`config.mk`:
```
export PLATFORM = sky130hd
export DESIGN_NAME = uart_mode_router
export DESIGN_NICKNAME = d
export VERILOG_FILES = /design/src/rtl/uart_mode_router_pkg.sv /design/src/rtl/uart_ctl_word.sv /design/src/rtl/uart_mode_word.sv /design/src/rtl/uart_byte_router.sv /design/src/rtl/uart_mode_router.sv
export SDC_FILE = /design/constraint.sdc
export NUM_CORES = 1
export LEC_CHECK = 0
export ABC_AREA = 0
export ABC_CLOCK_PERIOD_IN_PS = 1800
export CORE_UTILIZATION = 39
export CTS_CLUSTER_DIAMETER = 30
export DETAILED_ROUTE_END_ITERATION = 16
export PLACE_DENSITY = 0.79
export SYNTH_ARGS = -nofsm -noshare
export SYNTH_HDL_FRONTEND = slang
export SYNTH_SLANG_ARGS = --single-unit
```
`constraint.sdc`:
```
create_clock -name clk -period 1.8 [get_ports clk]
set_input_delay 0.36 -clock clk [delete_from_list [all_inputs] [get_ports clk]]
set_output_delay 0.36 -clock clk [all_outputs]
set_load 0.03 [all_outputs]
```
`src/rtl/uart_mode_router_pkg.sv`:
```
package uart_mode_router_pkg;

   // control word bit positions (software decodes these)
   localparam int unsigned CB_RX_FLUSH = 0;
   localparam int unsigned CB_TX_FLUSH = 1;
   localparam int unsigned CB_RX_ON    = 2;
   localparam int unsigned CB_RX_OFF   = 3;
   localparam int unsigned CB_TX_ON    = 4;
   localparam int unsigned CB_TX_OFF   = 5;
   localparam int unsigned CB_TMO_RST  = 6;
   localparam int unsigned CB_BRK_GO   = 7;
   localparam int unsigned CB_BRK_END  = 8;
   localparam int unsigned CB_COUNT    = 9;

   // channel mode field location inside the mode word
   localparam int unsigned MODE_FIELD_LSB = 8;
   localparam int unsigned MODE_FIELD_W   = 2;

   typedef enum logic [MODE_FIELD_W-1:0] {
      CHAN_NORMAL = 2'd0,
      CHAN_ECHO   = 2'd1,
      CHAN_LLOOP  = 2'd2,
      CHAN_RLOOP  = 2'd3
   } chan_mode_e;

endpackage

```
`src/rtl/uart_ctl_word.sv`:
```
module uart_ctl_word
   import uart_mode_router_pkg::*;
#(
   parameter int unsigned CTL_W = CB_COUNT
) (
   input  logic             clk,
   input  logic             rst_n,
   input  logic             ctl_wr_i,
   input  logic [CTL_W-1:0] ctl_wdata_i,
   output logic [CTL_W-1:0] ctl_q_o,
   output logic             rx_en_o,
   output logic             tx_en_o,
   output logic             brk_o,
   output logic             rxq_flush_o,
   output logic             txq_flush_o
);

   localparam logic [CTL_W-1:0] CMD_MASK =
      CTL_W'((1 << CB_RX_FLUSH) | (1 << CB_TX_FLUSH));
   localparam logic [CTL_W-1:0] RESET_VAL =
      CTL_W'((1 << CB_RX_OFF) | (1 << CB_TX_OFF) | (1 << CB_BRK_END));

   generate
      if (CTL_W < CB_COUNT) begin : g_bad_ctl_w
         $error("uart_ctl_word: CTL_W too small for control bit map");
      end
   endgenerate

   logic [CTL_W-1:0] ctl_q;
   logic             rx_fl_q, tx_fl_q;

   always_ff @(posedge clk or negedge rst_n) begin
      if (!rst_n) begin
         ctl_q   <= RESET_VAL;
         rx_fl_q <= 1'b0;
         tx_fl_q <= 1'b0;
      end else begin
         rx_fl_q <= ctl_wr_i & ctl_wdata_i[CB_RX_FLUSH];
         tx_fl_q <= ctl_wr_i & ctl_wdata_i[CB_TX_FLUSH];
         if (ctl_wr_i) begin
            ctl_q <= ctl_wdata_i & ~CMD_MASK;
         end
      end
   end

   assign ctl_q_o     = ctl_q;
   assign rx_en_o     = ctl_q[CB_RX_ON] & ~ctl_q[CB_RX_OFF];
   assign tx_en_o     = ctl_q[CB_TX_ON] & ~ctl_q[CB_TX_OFF];
   assign brk_o       = ctl_q[CB_BRK_GO] & ~ctl_q[CB_BRK_END];
   assign rxq_flush_o = rx_fl_q;
   assign txq_flush_o = tx_fl_q;

   assert_rx_flush_follows_cmd_R3: assert property (@(posedge clk) disable iff (!rst_n)
      (ctl_wr_i && ctl_wdata_i[CB_RX_FLUSH]) |=> rxq_flush_o);
   assert_rx_flush_only_on_cmd_R3: assert property (@(posedge clk) disable iff (!rst_n)
      rxq_flush_o |-> $past(ctl_wr_i && ctl_wdata_i[CB_RX_FLUSH]));
   assert_tx_flush_only_on_cmd_R3: assert property (@(posedge clk) disable iff (!rst_n)
      txq_flush_o |-> $past(ctl_wr_i && ctl_wdata_i[CB_TX_FLUSH]));
   assert_rx_en_needs_write_R2: assert property (@(posedge clk) disable iff (!rst_n)
      $rose(rx_en_o) |-> $past(ctl_wr_i));
   assert_brk_needs_write_R4: assert property (@(posedge clk) disable iff (!rst_n)
      $rose(brk_o) |-> $past(ctl_wr_i && ctl_wdata_i[CB_BRK_GO]));

endmodule

```
`src/rtl/uart_mode_word.sv`:
```
module uart_mode_word
   import uart_mode_router_pkg::*;
#(
   parameter int unsigned MODE_W = MODE_FIELD_LSB + MODE_FIELD_W
) (
   input  logic              clk,
   input  logic              rst_n,
   input  logic              mode_wr_i,
   input  logic [MODE_W-1:0] mode_wdata_i,
   output logic [MODE_W-1:0] mode_q_o,
   output chan_mode_e        chan_o
);

   localparam int unsigned FIELD_MSB = MODE_FIELD_LSB + MODE_FIELD_W - 1;

   generate
      if (MODE_W <= FIELD_MSB) begin : g_bad_mode_w
         $error("uart_mode_word: MODE_W does not hold the channel mode field");
      end
   endgenerate

   logic [MODE_W-1:0] mode_q;

   always_ff @(posedge clk or negedge rst_n) begin
      if (!rst_n) begin
         mode_q <= '0;
      end else if (mode_wr_i) begin
         mode_q <= mode_wdata_i;
      end
   end

   assign mode_q_o = mode_q;
   assign chan_o   = chan_mode_e'(mode_q[FIELD_MSB:MODE_FIELD_LSB]);

   assert_mode_only_on_write_R5: assert property (@(posedge clk) disable iff (!rst_n)
      !$stable(chan_o) |-> $past(mode_wr_i));

endmodule

```
`src/rtl/uart_byte_router.sv`:
```
module uart_byte_router
   import uart_mode_router_pkg::*;
#(
   parameter int unsigned DATA_W  = 8,
   parameter bit          OUT_REG = 1'b1
) (
   input  logic              clk,
   input  logic              rst_n,
   input  chan_mode_e        chan_i,
   input  logic              rx_en_i,
   input  logic              tx_en_i,
   input  logic              line_v_i,
   input  logic [DATA_W-1:0] line_d_i,
   input  logic              sw_v_i,
   input  logic [DATA_W-1:0] sw_d_i,
   output logic              rxq_push_o,
   output logic [DATA_W-1:0] rxq_data_o,
   output logic              txq_push_o,
   output logic [DATA_W-1:0] txq_data_o
);

   generate
      if (DATA_W < 5 || DATA_W > 9) begin : g_bad_data_w
         $error("uart_byte_router: DATA_W must be a serial character width");
      end
   endgenerate

   logic              rx_take, tx_take;
   logic [DATA_W-1:0] rx_pick, tx_pick;

   always_comb begin
      rx_take = 1'b0;
      tx_take = 1'b0;
      rx_pick = line_d_i;
      tx_pick = sw_d_i;
      unique case (chan_i)
         CHAN_NORMAL: begin
            rx_take = line_v_i;
            tx_take = sw_v_i;
         end
         CHAN_ECHO: begin
            rx_take = line_v_i;
            tx_take = line_v_i;
            tx_pick = line_d_i;
         end
         CHAN_LLOOP: begin
            rx_take = sw_v_i;
            rx_pick = sw_d_i;
         end
         CHAN_RLOOP: begin
            tx_take = line_v_i;
            tx_pick = line_d_i;
         end
         default: begin
            rx_take = 1'b0;
            tx_take = 1'b0;
         end
      endcase
      rx_take = rx_take & rx_en_i;
      tx_take = tx_take & tx_en_i;
   end

   generate
      if (OUT_REG) begin : g_reg_out
         logic              rxp_q, txp_q;
         logic [DATA_W-1:0] rxd_q, txd_q;

         always_ff @(posedge clk or negedge rst_n) begin
            if (!rst_n) begin
               rxp_q <= 1'b0;
               txp_q <= 1'b0;
               rxd_q <= '0;
               txd_q <= '0;
            end else begin
               rxp_q <= rx_take;
               txp_q <= tx_take;
               if (rx_take) rxd_q <= rx_pick;
               if (tx_take) txd_q <= tx_pick;
            end
         end

         assign rxq_push_o = rxp_q;
         assign txq_push_o = txp_q;
         assign rxq_data_o = rxd_q;
         assign txq_data_o = txd_q;

         assert_rx_push_enabled_R9: assert property (@(posedge clk) disable iff (!rst_n)
            rxq_push_o |-> $past(rx_en_i));
         assert_tx_push_enabled_R9: assert property (@(posedge clk) disable iff (!rst_n)
            txq_push_o |-> $past(tx_en_i));
         assert_lloop_no_tx_R7: assert property (@(posedge clk) disable iff (!rst_n)
            ($past(chan_i) == CHAN_LLOOP) |-> !txq_push_o);
         assert_rloop_no_rx_R8: assert property (@(posedge clk) disable iff (!rst_n)
            ($past(chan_i) == CHAN_RLOOP) |-> !rxq_push_o);
         assert_echo_both_R6: assert property (@(posedge clk) disable iff (!rst_n)
            (chan_i == CHAN_ECHO && line_v_i && rx_en_i && tx_en_i)
               |=> (rxq_push_o && txq_push_o && rxq_data_o == txq_data_o));
      end else begin : g_comb_out
         assign rxq_push_o = rx_take;
         assign txq_push_o = tx_take;
         assign rxq_data_o = rx_pick;
         assign txq_data_o = tx_pick;

         assert_rx_push_enabled_R9: assert property (@(posedge clk) disable iff (!rst_n)
            rxq_push_o |-> rx_en_i);
         assert_tx_push_enabled_R9: assert property (@(posedge clk) disable iff (!rst_n)
            txq_push_o |-> tx_en_i);
         assert_lloop_no_tx_R7: assert property (@(posedge clk) disable iff (!rst_n)
            (chan_i == CHAN_LLOOP) |-> !txq_push_o);
         assert_rloop_no_rx_R8: assert property (@(posedge clk) disable iff (!rst_n)
            (chan_i == CHAN_RLOOP) |-> !rxq_push_o);
      end
   endgenerate

endmodule

```
`src/rtl/uart_mode_router.sv`:
```
module uart_mode_router
   import uart_mode_router_pkg::*;
#(
   parameter int unsigned DATA_W  = 8,
   parameter int unsigned CTL_W   = CB_COUNT,
   parameter int unsigned MODE_W  = MODE_FIELD_LSB + MODE_FIELD_W,
   parameter bit          OUT_REG = 1'b1
) (
   input  logic              clk,
   input  logic              rst_n,
   input  logic              ctl_wr,
   input  logic [CTL_W-1:0]  ctl_wdata,
   input  logic              mode_wr,
   input  logic [MODE_W-1:0] mode_wdata,
   input  logic              line_rx_valid,
   input  logic [DATA_W-1:0] line_rx_data,
   input  logic              sw_tx_valid,
   input  logic [DATA_W-1:0] sw_tx_data,
   output logic              rxq_push,
   output logic [DATA_W-1:0] rxq_data,
   output logic              txq_push,
   output logic [DATA_W-1:0] txq_data,
   output logic              rxq_flush,
   output logic              txq_flush,
   output logic              brk_req,
   output logic              rx_en,
   output logic              tx_en,
   output logic [CTL_W-1:0]  ctl_rdata,
   output logic [MODE_W-1:0] mode_rdata
);

   chan_mode_e chan;

   uart_ctl_word #(.CTL_W(CTL_W)) u_ctl (
      .clk         (clk),
      .rst_n       (rst_n),
      .ctl_wr_i    (ctl_wr),
      .ctl_wdata_i (ctl_wdata),
      .ctl_q_o     (ctl_rdata),
      .rx_en_o     (rx_en),
      .tx_en_o     (tx_en),
      .brk_o       (brk_req),
      .rxq_flush_o (rxq_flush),
      .txq_flush_o (txq_flush)
   );

   uart_mode_word #(.MODE_W(MODE_W)) u_mode (
      .clk          (clk),
      .rst_n        (rst_n),
      .mode_wr_i    (mode_wr),
      .mode_wdata_i (mode_wdata),
      .mode_q_o     (mode_rdata),
      .chan_o       (chan)
   );

   uart_byte_router #(.DATA_W(DATA_W), .OUT_REG(OUT_REG)) u_route (
      .clk        (clk),
      .rst_n      (rst_n),
      .chan_i     (chan),
      .rx_en_i    (rx_en),
      .tx_en_i    (tx_en),
      .line_v_i   (line_rx_valid),
      .line_d_i   (line_rx_data),
      .sw_v_i     (sw_tx_valid),
      .sw_d_i     (sw_tx_data),
      .rxq_push_o (rxq_push),
      .rxq_data_o (rxq_data),
      .txq_push_o (txq_push),
      .txq_data_o (txq_data)
   );

   assert_cmd_bits_read_zero_R3: assert property (@(posedge clk) disable iff (!rst_n)
      ctl_wr |=> (ctl_rdata[CB_TX_FLUSH:CB_RX_FLUSH] == 2'b00));

endmodule

```
======== Word level (Yosys, flattened, before mapping) ========
Cells that the tools add are included.
operators by class
  bitwise gates (word level) .............. 10
  $mul .................................... 0
  add/subtract/negate cells ............... 0
  mux-type cells .......................... 4
  equal/unequal tests ..................... 3
  reduce and logical (&&, ||, !) cells .... 3
  shifts and indexed selects .............. 0
  divide/modulo/power cells ............... 0
  order comparisons ....................... 0
operators by type and width
  operator              number
  $mux W8               2
  $and A1 B1 Y1         7
  $eq A2 B2 Y1 const B  2
  $pmux W1 S2           2
  $reduce_or A2 Y1      2
  $not A1 Y1            3
  $eq A2 B1 Y1 const B  1
  $logic_not A2 Y1      1
word-level totals
  latch bits .............................. 0
  memories kept ........................... 0
  bits in registers ....................... 37
  ROM bits ................................ 0
  bits of input ports ..................... 41
  output and inout port bits .............. 42
  bits in writable memories ............... 0

======== Longest topological paths before layout ========
Gate-level depths: netlist of the first run.
  depth in word-level cells ............... 4
  mapped depth ............................ 4
  gate-level depth less buffers ........... 3

======== Modules after synthesis ========
A second synthesis of the first run with hierarchy kept.
second synthesis, totals
  cells, all modules ...................... 107
  area, all modules ....................... 1769.2 sq um
by module, submodules not included
  module            instances  area an instance (sq um)  cells an instance
  uart_byte_router  1          944.7                     59
  uart_mode_word    1          426.7                     23
  uart_ctl_word     1          397.9                     25

======== Worst setup path after synthesis of the first run ========
No wires, ideal clock.
  path type ............................... register to register
  start point ............................. register u_ctl.ctl_q[2], in the netlist u_ctl.ctl_q_o[2]
  end point ............................... register u_route.g_reg_out.rxd_q[0], in the netlist u_route.rxq_data_o[0]
  data required time ...................... 1.675 ns
  cell stages (with the launch flop) ...... 4
  setup time .............................. 0.125 ns
  arrival ................................. 1.848 ns
  setup slack ............................. -0.173 ns
  period minus slack after synthesis ...... 1.973 ns
  cell sequence ........................... dfrtp_1 -> nor2b_1 -> a21boi_2 -> mux2_2
between the ends
  word-level cells in the longest chain between the ends .. 2
RTL lines
  item                      RTL line                source
  start: declaration        uart_ctl_word.sv:29     logic [CTL_W-1:0] ctl_q;
  start signal: assignment  uart_ctl_word.sv:41     ctl_q <= ctl_wdata_i & ~CMD_MASK;
  $and A1 B1 Y1             uart_ctl_word.sv:47     assign rx_en_o = ctl_q[CB_RX_ON] & ~ctl_q[CB_RX_OFF];
  via rx_en                 uart_mode_router.sv:26  output logic rx_en,
  $and A1 B1 Y1             uart_byte_router.sv:59  rx_take = rx_take & rx_en_i;
  via u_route.rx_take       uart_byte_router.sv:28  logic rx_take, tx_take;
  end signal: assignment    uart_byte_router.sv:77  if (rx_take) rxd_q <= rx_pick;
  end: declaration          uart_byte_router.sv:66  logic [DATA_W-1:0] rxd_q, txd_q;
The timed path passes the listed nets, and every way through them passes these cells.
A chain may end at the register's enable or synchronous reset.

======== Final worst setup path of the first run ========
  start point ............................. input sw_tx_valid
  end point ............................... register u_route.g_reg_out.txd_q[6], in the netlist u_route.txq_data_o[6]
between the ends
  word-level cells in the longest chain between the ends .. 2
RTL lines
  item                    RTL line                source
  start: declaration      uart_mode_router.sv:17  input logic sw_tx_valid,
  $pmux W1 S2             uart_byte_router.sv:36  unique case (chan_i)
  $and A1 B1 Y1           uart_byte_router.sv:60  tx_take = tx_take & tx_en_i;
  via u_route.tx_take     uart_byte_router.sv:28
  end signal: assignment  uart_byte_router.sv:78  if (tx_take) txd_q <= tx_pick;
  end: declaration        uart_byte_router.sv:66
The timed path passes the listed nets, and every way through them passes these cells.

==> results of run 1 <==
## critical path: stages
cell and delay (ns):
clkdlybuf4s50_1 0.48, or3b_4 0.39, a21boi_4 0.29, mux2_2 0.38
## cell type report
cell class              count  area share
flip-flops and latches     37       0.359
repair buffers             85       0.328
multi-input cells          63       0.257
clock buffers               8      0.0310
well taps                  50      0.0242
## per-layer routing
layer | track usage | up-vias | wire length, µm
li1 | - | 535 | -
met1 | 0.204 | 529 | 1480
met2 | 0.286 | 60 | 1680
met3 | 0.0672 | 4 | 322
met4 | 0.0479 | 0 | 36
met5 | 0 | - | 0
## power by group through the flow
stage	registers (mW)	clock network [mW]	logic (mW)
after floorplan	1.54	0	0.289
after global placement	1.15	0	1.24
after detailed placement	1.16	0	1.26
after CTS	1.15	0.558	1.25
after global routing	1.17	0.593	1.30
final	1.14	0.541	1.23
## flip-flops by register name, indices dropped and copies added (netlist names)
register            cells
u_route.rxq_push_o      1
u_ctl.txq_flush_o       1
u_mode.mode_q_o        10
u_route.txq_push_o      1
u_ctl.ctl_q_o           7
u_ctl.rxq_flush_o       1
u_route.rxq_data_o      8
u_route.txq_data_o      8
## timing repair
action / 4_1_cts / 5_1_grt
endpoints found under the setup margin: 8 / 3
buffers inserted: 0 / 0
pin swaps: 0 / 1
gates resized for setup: 8 / 0
## worst max path at each step
| stage | startpoint | endpoint | slack, ns | cells past startpoint |
|---|---|---|---|---|
| 2_1_floorplan | u_ctl.ctl_q_o[4] | u_route.txq_data_o[0] | 0.07 | 3 |
| 3_3_place_gp | sw_tx_valid | u_route.txq_data_o[7] | -0.20 | 4 |
| 3_5_place_dp | sw_tx_valid | u_route.txq_data_o[4] | -0.27 | 4 |
| 4_1_cts | sw_tx_valid | u_route.txq_data_o[4] | 0.04 | 4 |
| 5_1_grt | u_mode.mode_q_o[8] | u_route.txq_data_o[4] | 0.009 | 3 |
| 6_report | sw_tx_valid | u_route.txq_data_o[6] | 0.06 | 4 |
## cells in the final DEF, fill, tap and decap left out, types with 2 or more instances in the layout
cell / count
mux2_2: 49
buf_12: 2
clkbuf_8: 5
clkdlybuf4s50_1: 71
clkbuf_1: 3
dfrtp_1: 34
buf_4: 3
nor2b_1: 2
conb_1: 2
dlygate4sd2_1: 8
dfstp_2: 3
and2_1: 2
## metrics by stage
step                      cell area [µm²]  hold WS, ns  setup WS, ns  cells
final                                2590       0.0282        0.0552    243
after floorplan                      1630       0.0644        0.0654    106
after detailed placement             2520        0.338        -0.269    235
after global routing                 2590       0.0466       0.00890    243
after CTS                            2590       0.0340        0.0388    243
after global placement               2520        0.337        -0.205    235
## logic make-up (layout without fill, tap and decap cells)
family | after synthesis | in the layout | synth area share
mux | 49 | 49 | 0.342
simple gates | 10 | 10 | 0.0411
flops | 37 | 37 | 0.576
other cells | 1 | 2 | 0.00233
buf+inv | 6 | 93 | 0.0194
compound gates | 2 | 2 | 0.0186
==> flow_summary.ini, run 1 <==
[global_routing]
overflow = 0
antenna_found_initial = 0
grt_usage = 0.171
grt_pass1_vias = 1194
grt_pass1_wl_mm = 5.47
grt_start_max_net_pins = 38

[timing]
finalSetupViolCount = 0
clock_skew_ns = 0.00427
drv_slew = 0
finalSetupTns_ns = 0
period_minus_slack_ns = 1.74
fin_crit_sh = 0.969
max_freq_mhz = 573
grt_setup_unrepaired = false
hold_viol_final = 0

[logic_synthesis]
synth_seq_cells = 37
synth_cells = 105
ys_async_sr_fraction = 1.00
yosysTopAreaCellShare = 0.528
synth_area_per_cell_um2 = 15.4
ys_types = 15
synth_edf_count = 0
ys_top_cells_by_count = mux2_2, dfrtp_1, nor2b_1, clkbuf_1, dfstp_2
yosys-top-cells-area = dfrtp_1, mux2_2, dfstp_2, nor2b_1, a21boi_4
yosysSeqAreaShare = 0.576
synthMostInstantiatedCell = mux2_2
syn_area_um2 = 1610
synth_largest_area_cell = dfrtp_1
ys_warn_count = 0
synth_top_flop_cell = dfrtp_1

[outcome]
status = finished, final reports clean

[worst_setup_path]
cp_data_required_time_ns = 1.96
regToRegSetupSlack_ns = 0.08
crit_type = input port to flop
r2r_end = u_route.txq_data_o[6]
crit_fanout = 9
critPathArrivalTime_ns = 1.91
r2r-start = u_mode.mode_q_o[8]
r2r_cells = 3
startpoint_type = input port
critPathCaptureType = flop

[die]
boundaryPins = 83
dieHeight_um = 66.3
die_x_um = 66.3
core_area_um2 = 3970
start_util = 0.406
rows = 23
die_area_um2 = 4400

[cts]
cts_root_buf = clkbuf_8
clockBufferDepth = 2
cts_tree = done
clock-sinks = 37
postCtsHoldBufs = 0
htree_levels = 2
clock_latency_ns = 0.28
cts_inserted_buffers = 5
path_clk_slew_ns = 0.07

[place]
gp_congestion = 0.647
place_hpwl_mm = 2.64
io_buffers = 80

[power_and_ir_drop]
power_frac_seq = 0.392
p_switching_mw = 1.00
leakagePower_nw = 1.07
p_int_mw = 1.92
p_sw_frac = 0.344
design_power_total_mw = 2.92
p_clk_frac = 0.185
ir_drop_mv = 0.637
p_per_area_nw_per_um2 = 1130
p_comb_frac = 0.423

[min_path]
min_path_type = input port to asynchronous set/reset pin

[final_layout]
drive_gt1_frac = 0.352
fin_util = 0.651
fillers = 310
seqCellArea_um2 = 930
diodes = 0
multi_input_area_um2 = 666
fin_nets = 233
synthToLayoutAreaGrowth_pct = 60.4

[drt]
post-route-drc-count = 0
route.vias.total = 1128
drt_iter0_markers = 7
wl_mm = 3.52
wl_per_cell_um = 14.5
postRouteAntennaNets = 0
drt-vias-per-instance = 4.64
firstDrtPassIters = 4

[flow_run]
max_cap_viol_count = 0
Note: power is estimated with default switching activity, not from simulation.
==> run 2, diff against run 1 <==
--- a/config.mk
+++ b/config.mk
@@ -7,10 +7,10 @@
 export LEC_CHECK = 0
 export ABC_AREA = 0
 export ABC_CLOCK_PERIOD_IN_PS = 1800
-export CORE_UTILIZATION = 39
+export CAP_MARGIN = 30
+export CORE_UTILIZATION = 25
 export CTS_CLUSTER_DIAMETER = 30
 export DETAILED_ROUTE_END_ITERATION = 16
-export PLACE_DENSITY = 0.79
 export SYNTH_ARGS = -nofsm -noshare
 export SYNTH_HDL_FRONTEND = slang
 export SYNTH_SLANG_ARGS = --single-unit
==> run 2 against run 1 <==
Effect of this change:
- non-clock buffer count rose by 1
- cell count increased by 11%
- flip-flop and latch count stayed put
- global-route usage is 4.4 points lower
- first-iteration DRC count grew to 3.4 times the previous value
- register-to-register slack better by 0.09 ns
- utilization decreased by 21 points
- critical path depth is 3 lower
- hold slack better by 0.48 ns
- sequential power barely moved
- largest power group unchanged
==> flow_summary.ini, run 2 (synthesis results as in run 1) <==
[timing]
whs_ns = 0.508
finalSetupTns_ns = 0
period_minus_slack_ns = 1.71
finalSetupViolCount = 0
grt_setup_unrepaired = false
max_freq_mhz = 586
fin_crit_sh = 0.948
setup_slack_ns = 0.0937
drv_slew = 0
clock_skew_ns = 0.00520
hold_viol_final = 0

[cts]
clock-sinks = 37
cts_inserted_buffers = 5
htree_levels = 2
clock_latency_ns = 0.28
cts_root_buf = clkbuf_8
clockBufferDepth = 2
cts_setup_buffers = 0
path_clk_slew_ns = 0.08
cts_tree = done

[power_and_ir_drop]
p_per_area_nw_per_um2 = 1200
p_comb_frac = 0.386
p_switching_mw = 1.03
power_frac_seq = 0.352
p_sw_frac = 0.320
p_clk_frac = 0.262
leakagePower_nw = 1.10
ir_drop_mv = 0.580
design_power_total_mw = 3.22
p_int_mw = 2.19

[global_routing]
grt_pass1_vias = 1283
overflow = 0
grt_pass1_wl_mm = 6.24
grt_start_max_net_pins = 21
antenna_found_initial = 0
grt_usage = 0.127

[final_layout]
finalInstanceArea_um2 = 2680
largest_reg_flops = 10
layout_common_cells = clkdlybuf4s50_1, mux2_2, dfrtp_1
fin_util = 0.442
fin_nets = 234
seqCellArea_um2 = 930
diodes = 0
fillers = 558
synthToLayoutAreaGrowth_pct = 66.2
layout.cells.non_filler = 269
multi_input_area_um2 = 666
layout_commonest_cell = clkdlybuf4s50_1
drive_gt1_frac = 0.371

[place]
place_worst_setup_slack_ns = -0.209
place_hpwl_mm = 2.88
gp_congestion = 0.685
placed_cells = 260
placed_cell_area_um2 = 2540
io_buffers = 80

[worst_setup_path]
crit_cells = 1
slowest_delay_ns = 0.69
r2r-start = u_mode.mode_q_o[9]
startpoint_type = flop
regToRegSetupSlack_ns = 0.17
cp_data_required_time_ns = 1.44
cp_num_buf_inv = 1
crit_fanout = 3
slowest_stage = clkdlybuf4s50_1
r2r_end = u_route.txq_data_o[1]
critPathArrivalTime_ns = 1.35
crit_chain = clkdlybuf4s50_1
crit_family = buffers and inverters
critPathCaptureType = output pin
crit_type = flop to output pin
r2r_cells = 4

[min_path]
min_to = u_route.txq_data_o[6]
hp-start = u_route.txq_data_o[6]
min_path_type = flop to flop
worstHoldPathCells = 1

[outcome]
status = finished, final reports clean

[die]
core_area_um2 = 6060
rows = 28
start_util = 0.266
boundaryPins = 83
die_x_um = 82.3
dieHeight_um = 82.3
die_area_um2 = 6780

[drt]
route.vias.total = 1149
wl_mm = 3.82
wl_per_cell_um = 14.2
drt_iter0_markers = 24
post-route-drc-count = 0
postRouteAntennaNets = 0
firstDrtPassIters = 2
drt-vias-per-instance = 4.27

[flow_run]
max_cap_viol_count = 0
[run 2: worst max-delay path by stage]
stage / startpoint / endpoint / slack, ns
2_1_floorplan: u_ctl.ctl_q_o[4] / u_route.txq_data_o[0] / 0.07
3_3_place_gp: sw_tx_valid / u_route.txq_data_o[4] / -0.18
3_5_place_dp: sw_tx_valid / u_route.txq_data_o[5] / -0.21
4_1_cts: u_ctl.ctl_q_o[2] / ctl_rdata[2] / 0.07
5_1_grt: u_ctl.ctl_q_o[2] / ctl_rdata[2] / 0.02
6_report: u_ctl.ctl_q_o[2] / ctl_rdata[2] / 0.09
[run 2: what timing repair did]
item	in CTS	in global routing
setup endpoints to repair	7	0
endpoints found under the hold margin	6	0
resized for setup	7	0
hold buffers	1	0
[run 2: power groups by stage]
| stage | clock network [mW] | registers, mW | logic (mW) |
|---|---|---|---|
| floorplan | 0 | 1.54 | 0.289 |
| global placement | 0 | 1.15 | 1.26 |
| detailed placement | 0 | 1.16 | 1.27 |
| CTS | 0.873 | 1.14 | 1.26 |
| global route | 0.909 | 1.17 | 1.31 |
| finish | 0.844 | 1.14 | 1.24 |
[run 2: metal layers]
layer | vias to the layer above | global-route usage | wire (µm)
li1 | 544 | - | -
met2 | 64 | 0.197 | 1670
met1 | 537 | 0.147 | 1570
met4 | 0 | 0.0421 | 41
met3 | 4 | 0.0725 | 526
met5 | - | 0 | 0
[run 2: area by class of cell]
class | count | share of cell area
Clock inverter | 3 | 0.0243
Multi-Input combinational cell | 63 | 0.248
Clock buffer | 5 | 0.0257
Tap cell | 75 | 0.0350
Sequential cell | 37 | 0.347
Timing Repair Buffer | 86 | 0.320
[run 2: worst register-to-register path, delay by kind of cell (launching register included)]
kind / cells / cell delay, ns
DFF: 1 / 0.44
and+or+nand+nor: 1 / 0.43
muxes: 1 / 0.32
AOI/OAI and AO/OA: 1 / 0.18
buffers and inverters: 1 / 0.14
==> run 3, diff against run 2 <==
--- a/config.mk
+++ b/config.mk
@@ -11,6 +11,7 @@
 export CORE_UTILIZATION = 25
 export CTS_CLUSTER_DIAMETER = 30
 export DETAILED_ROUTE_END_ITERATION = 16
+export GPL_ROUTABILITY_DRIVEN = 0
 export SYNTH_ARGS = -nofsm -noshare
 export SYNTH_HDL_FRONTEND = slang
 export SYNTH_SLANG_ARGS = --single-unit
==> results of run 3 <==
The final DEF is identical to that of run 2; final timing and power are the same.
